File: src/rtl/ctrl_point_pkg.sv
package ctrl_point_pkg;
  typedef enum logic [1:0] {
    XFER_NONE = 2'b00,
    XFER_REL  = 2'b01,
    XFER_ABS  = 2'b10,
    XFER_RSVD = 2'b11
  } xfer_e;
endpackage

File: src/rtl/ctrl_resolve.sv
module ctrl_resolve
  import ctrl_point_pkg::*;
(
  input  logic       commit_i,
  input  logic       phase1_i,
  input  logic [1:0] xfer_i,
  input  logic       cond_i,
  input  logic       cond_met_i,
  input  logic       next_oos_i,
  output logic       advance_o,
  output logic       taken_o,
  output logic       abs_o,
  output logic       flush_req_o
);
  xfer_e xfer;
  logic  is_xfer;

  always_comb begin
    xfer        = xfer_e'(xfer_i);
    is_xfer     = !phase1_i && (xfer == XFER_REL || xfer == XFER_ABS);
    taken_o     = is_xfer && (!cond_i || cond_met_i);
    abs_o       = taken_o && (xfer == XFER_ABS);
    advance_o   = commit_i && !phase1_i;
    // mismatch between outcome and fetch-side tag means wrong stream behind
    flush_req_o = commit_i && is_xfer && (taken_o != next_oos_i);
  end
endmodule

File: src/rtl/ctrl_adder.sv
module ctrl_adder #(
  parameter int ADDR_W = 32,
  parameter int LEN_W  = 3
) (
  input  logic [ADDR_W-1:0] pc_i,
  input  logic [LEN_W-1:0]  len_i,
  input  logic [ADDR_W-1:0] operand_i,
  input  logic              taken_i,
  input  logic              abs_i,
  output logic [ADDR_W-1:0] sum_o
);
  localparam int PAD_W = ADDR_W - LEN_W;

  logic [ADDR_W-1:0] a_in, b_in;

  always_comb begin
    a_in  = abs_i ? '0 : pc_i;
    b_in  = taken_i ? operand_i : {{PAD_W{1'b0}}, len_i};
    sum_o = a_in + b_in;
  end
endmodule

File: src/rtl/ctrl_sp_shadow.sv
module ctrl_sp_shadow #(
  parameter int              SP_W     = 16,
  parameter logic [SP_W-1:0] RESET_SP = '0
) (
  input  logic            clk_i,
  input  logic            rst_ni,
  input  logic            load_i,
  input  logic [SP_W-1:0] sp_i,
  output logic [SP_W-1:0] sp_o
);
  always_ff @(posedge clk_i or negedge rst_ni) begin
    if (!rst_ni)     sp_o <= RESET_SP;
    else if (load_i) sp_o <= sp_i;
  end
endmodule

File: src/rtl/ctrl_point.sv
module ctrl_point #(
  parameter int                ADDR_W   = 32,
  parameter int                LEN_W    = 3,
  parameter int                SP_W     = 16,
  parameter logic [ADDR_W-1:0] RESET_PC = '0,
  parameter logic [SP_W-1:0]   RESET_SP = '0
) (
  input  logic              clk_i,
  input  logic              rst_ni,
  input  logic              valid_i,
  input  logic              dummy_i,
  input  logic              phase1_i,
  input  logic [1:0]        xfer_i,
  input  logic              cond_i,
  input  logic              cond_met_i,
  input  logic              next_oos_i,
  input  logic [LEN_W-1:0]  len_i,
  input  logic [ADDR_W-1:0] operand_i,
  input  logic [SP_W-1:0]   sp_i,
  output logic [ADDR_W-1:0] pc_o,
  output logic              flush_o,
  output logic [SP_W-1:0]   sp_restore_o
);
  logic              commit, advance, taken, abs_sel, flush_req;
  logic [ADDR_W-1:0] pc_q, pc_sum;
  logic              flush_q;

  // beat behind a flush belongs to the discarded stream
  assign commit = valid_i && !dummy_i && !flush_q;

  ctrl_resolve u_resolve (
    .commit_i    (commit),
    .phase1_i    (phase1_i),
    .xfer_i      (xfer_i),
    .cond_i      (cond_i),
    .cond_met_i  (cond_met_i),
    .next_oos_i  (next_oos_i),
    .advance_o   (advance),
    .taken_o     (taken),
    .abs_o       (abs_sel),
    .flush_req_o (flush_req)
  );

  ctrl_adder #(.ADDR_W(ADDR_W), .LEN_W(LEN_W)) u_adder (
    .pc_i      (pc_q),
    .len_i     (len_i),
    .operand_i (operand_i),
    .taken_i   (taken),
    .abs_i     (abs_sel),
    .sum_o     (pc_sum)
  );

  ctrl_sp_shadow #(.SP_W(SP_W), .RESET_SP(RESET_SP)) u_sp (
    .clk_i  (clk_i),
    .rst_ni (rst_ni),
    .load_i (commit),
    .sp_i   (sp_i),
    .sp_o   (sp_restore_o)
  );

  always_ff @(posedge clk_i or negedge rst_ni) begin
    if (!rst_ni) begin
      pc_q    <= RESET_PC;
      flush_q <= 1'b0;
    end else begin
      if (advance) pc_q <= pc_sum;
      flush_q <= flush_req;
    end
  end

  assign pc_o    = pc_q;
  assign flush_o = flush_q;
endmodule

File: config.mk
export PLATFORM = sky130hd
export DESIGN_NAME = ctrl_point
export DESIGN_NICKNAME = d
export VERILOG_FILES = /design/src/rtl/ctrl_point_pkg.sv /design/src/rtl/ctrl_resolve.sv /design/src/rtl/ctrl_adder.sv /design/src/rtl/ctrl_sp_shadow.sv /design/src/rtl/ctrl_point.sv
export SDC_FILE = /design/constraint.sdc
export NUM_CORES = 1
export LEC_CHECK = 0
export BUFFER_PORTS_ARGS = -buffer_cell sky130_fd_sc_hd__buf_2
export CORE_MARGIN = 10
export CORE_UTILIZATION = 50
export CTS_CLUSTER_SIZE = 25
export DETAILED_ROUTE_END_ITERATION = 12
export GPL_ROUTABILITY_DRIVEN = 0
export PLACE_DENSITY = 0.77
export SLEW_MARGIN = 20
export SYNTH_ARGS = -nofsm -noshare
export SYNTH_HDL_FRONTEND = slang
export SYNTH_SLANG_ARGS = --single-unit
File: constraint.sdc
create_clock -name clk_i -period 3.3 [get_ports clk_i]
set_input_delay 0.66 -clock clk_i [delete_from_list [all_inputs] [get_ports clk_i]]
set_output_delay 0.66 -clock clk_i [all_outputs]
set_load 0.01 [all_outputs]
==> out/qor.tcl <==
set qor(critical-path-slowest-cell) {sky130_fd_sc_hd__a311o_2}
set qor(critical_path_buf_inv_count) 4
set qor(totalWireLength_mm) 13.2
set qor(synth_cell_type_count) 55
set qor(detailedPlacementHpwl_mm) 9.81
set qor(postSynthCellCount) 462
set qor(synth_area_per_cell_um2) 8.59
set qor(path_common_cell) {sky130_fd_sc_hd__buf_4}
set qor(post-route-util_pct) 74.7
set qor(synthArstFlopShare_pct) 100
set qor(cts.root.buffer_cell) {sky130_fd_sc_hd__clkbuf_8}
set qor(mappedNetlistNets) 556
set qor(failed_checks) {negative setup slack}
set qor(rsz_0062_raised_after_global_routing) {true}
set qor(worstSetupEndpointType) {register}
set qor(outcome) {finished, violations left}
set qor(initial_utilization_pct) 51.3
set qor(max-cap-violations) 0
set qor(most_frequent_cells_in_the_layout) {sky130_fd_sc_hd__buf_2 (107), sky130_fd_sc_hd__buf_4 (88), sky130_fd_sc_hd__and2_1 (62)}
set qor(grt.total_usage_pct) 20.7
set qor(timing.final.crit_share_pct) 106
set qor(endpoint) {pc_o[28]}
set qor(std_cell_rows) 32
set qor(fp.dieArea_um2) 11900
set qor(grt_start_max_net_pins) 31
set qor(path_class) {primary input to register}
set qor(worst_r2r_startpoint) {pc_o[0]}
set qor(grt_pass1_vias) 4302
set qor(clock_path_buffers) 2
set qor(worst-endpoint-arrival_ps) 3680
set qor(power.ir.vdd_worst_v) 0.000417
set qor(drt-wirelength-per-cell_um) 17.5
set qor(cts_tree) {built}
set qor(antenna-diode-count) 0
set qor(maximum_fanout_count_along_the_critical_path) 7
set qor(busiest_layer) {met2}
set qor(commonest_non_fill_non_tap_cell_in_the_layout) {sky130_fd_sc_hd__buf_2}
set qor(synth_top_area_share_pct) 30.9
set qor(number_of_antenna_violations_at_the_first_check_in_global_routing) 0
set qor(critPathRequiredTime_ps) 3500
set qor(final_antenna_net_count) 0
set qor(synth_ff_type) {sky130_fd_sc_hd__dfrtp_1}
set qor(p_leak_nw) 2.80
set qor(yosys_warnings) 0
set qor(seq_area_frac_synth_pct) 30.9
set qor(synth_seq_cells) 49
set qor(grt_use_met1_pct) 25.4
set qor(clock_sink_count) 49
set qor(chipWidth_um) 109
set qor(timing.final.max_slew_violations) 0
set qor(cts_inserted_buffers) 5
set qor(drc_errors) 0
set qor(post_route_setup_slack_ps) -182
set qor(flow.area_growth_from_synthesis_pct) 45.6
set qor(number_of_enable_flip_flop_cells_after_synthesis) 0
set qor(hold_class) {primary input to async pin}
set qor(post_route_minimum_period_ps) 3480
set qor(fin_skew_ps) 8.63
set qor(drt_iter0_drc) 263
set qor(grt_use_met2_pct) 34.8
set qor(dieHeight_um) 109
set qor(clk_latency_ps) 310
set qor(non_filler_instances) 756
set qor(syn-cell-area_um2) 3970
set qor(fin_nets) 747
set qor(regToRegEndpoint) {pc_o[28]}
set qor(fin_hold_ws_ps) 382
set qor(cts.clk_slew.worst_paths_ps) 110
set qor(design.core.area_um2) 7730
set qor(slew_headroom_pct) 53.6
set qor(dr.pass1.iters) 7
set qor(io-pin-count) 110
set qor(timing.critical_path.depth) 16
set qor(cts-htree-levels) 2
set qor(setup_violations) 10
set qor(globalRouteMet3Util_pct) 6.02
set qor(post-place-cells) 738
set qor(dr_total_vias) 4236
set qor(synth_top_cells_by_area) {sky130_fd_sc_hd__dfrtp_1 (31%), sky130_fd_sc_hd__and2_1 (10%), sky130_fd_sc_hd__ha_1 (10%)}
set qor(cts_hold_buf) 0
set qor(total_power_mw) 3.49
set qor(worst_r2r_path_depth) 10
set qor(crit_path_start_kind) {primary input}
set qor(port-buffer-count) 109
set qor(cp-startpoint) {xfer_i[0]}
set qor(netlist.top_cell.by_area) {sky130_fd_sc_hd__dfrtp_1}
set qor(pre_cts_slack_ps) -572
set qor(report.final.hold_viol_count) 0
set qor(max_freq_mhz) 287
set qor(crit_path_cell_trace) {buf_8, inv_4, ha_4, nor3_4, buf_4, nand2_4, buf_4, and2_1, fa_2, a211oi_2, o21ai_2, a21bo_1, a311o_2, nand4_2, o31ai_1, or3_1}
set qor(globalRoute.totalOverflow) 0
set qor(p_per_area_nw_per_um2) 605
set qor(crit_family) {compound AO/OA/AOI/OAI gates}
set qor(vias_per_cell) 5.60
set qor(final_layout_size_suffix_gt1_share_pct) 45.0
set qor(r2r_setup_slack_ps) 580
set qor(slowest_delay_ps) 430
set qor(worst_pin_slew_ps) 697
set qor(grt_pass1_wl_mm) 20.2
## per-layer routing
layer	part of all wire, %	vias up
met5	0	-
met4	2.8	0
met3	9.1	41
met2	47	199
met1	41	1975
li1	-	2021
## cells in the mapped netlist (6+ instances only)
cell type                  count
sky130_fd_sc_hd__a21o_1       11
sky130_fd_sc_hd__a21oi_1      31
sky130_fd_sc_hd__and2_1       64
sky130_fd_sc_hd__clkbuf_1     15
sky130_fd_sc_hd__dfrtp_1      49
sky130_fd_sc_hd__ha_1         32
sky130_fd_sc_hd__mux2_2       22
sky130_fd_sc_hd__nand2_1      57
sky130_fd_sc_hd__nand4_1       6
sky130_fd_sc_hd__nor2_1       21
sky130_fd_sc_hd__nor2b_1       6
sky130_fd_sc_hd__nor3_1        9
sky130_fd_sc_hd__o21ai_0      39
sky130_fd_sc_hd__o21ai_1       8
sky130_fd_sc_hd__xnor2_1      11
sky130_fd_sc_hd__xor2_1       16
## worst min-delay path by stage
stage / start / cells after the start / endpoint / slack (ps)
after CTS: rst_ni / 1 / pc_o[19] / 410
after floorplan: rst_ni / 0 / flush_o / 360
after global placement: pc_o[27] / 2 / pc_o[27] / 470
after global routing: rst_ni / 1 / pc_o[25] / 420
final: rst_ni / 1 / pc_o[25] / 380
after detailed placement: pc_o[29] / 2 / pc_o[29] / 490
## stage by stage
step | setup TNS, ps | cell area (µm²)
after floorplan | -1660 | 4040
after global placement | -6910 | 5250
after detailed placement | -8530 | 5250
after CTS | -571 | 5440
after global routing | -2430 | 5780
final | -859 | 5780
## report_power, final
group | switching [mW] | internal [mW] | leakage [nW] | total, mW
logic | 1.06 | 1.03 | 2.12 | 2.08
registers | 0.150 | 0.804 | 0.616 | 0.954
clock network | 0.229 | 0.228 | 0.0585 | 0.457
total | 1.44 | 2.06 | 2.80 | 3.49
## final cells by class
cell class,instances,area [µm²]
clock buffer,5,68.8
clock inverter,3,43.8
fill,530,1950
inverter,4,17.5
multi-input combinational,391,2990
sequential,49,1230
tap,102,128
timing repair buffer,202,1300
## repair_timing
item	CTS	global route
setup buffers	1	8
endpoints found under the hold margin	0	0
resized for setup	16	59
cloned	0	1
pin swaps	12	23
setup endpoints to repair	16	20
## cells by family (layout without fill, tap and decap cells)
family                   Yosys count  in the layout  synth area share [%]
XOR/XNOR                          27             27                  5.96
AND/OR/NAND/NOR                  181            181                  23.9
multiplexers                      22             22                  6.24
buffers and inverters             22            214                  2.18
flip-flops                        49             49                  30.9
adder cells (fa/ha/maj)           33             33                  10.6
AO/OA/AOI/OAI                    128            128                  20.2
## state kept, by name, indices dropped and copies added, names as in the netlist
signal	cells
pc_o	32
u_sp.sp_o	16
flush_o	1
## worst register-to-register path, cell delays in order, from the launching register on
cell and delay [ps]:
sky130_fd_sc_hd__dfrtp_1 430, sky130_fd_sc_hd__and2_1 180, sky130_fd_sc_hd__ha_4 170, sky130_fd_sc_hd__fa_2 350
sky130_fd_sc_hd__a211oi_2 260, sky130_fd_sc_hd__o21ai_2 100, sky130_fd_sc_hd__a21bo_1 190, sky130_fd_sc_hd__a311o_2 430
sky130_fd_sc_hd__nand4_2 100, sky130_fd_sc_hd__o31ai_1 70, sky130_fd_sc_hd__or3_1 320
Note: power is estimated with default switching activity, not from simulation.
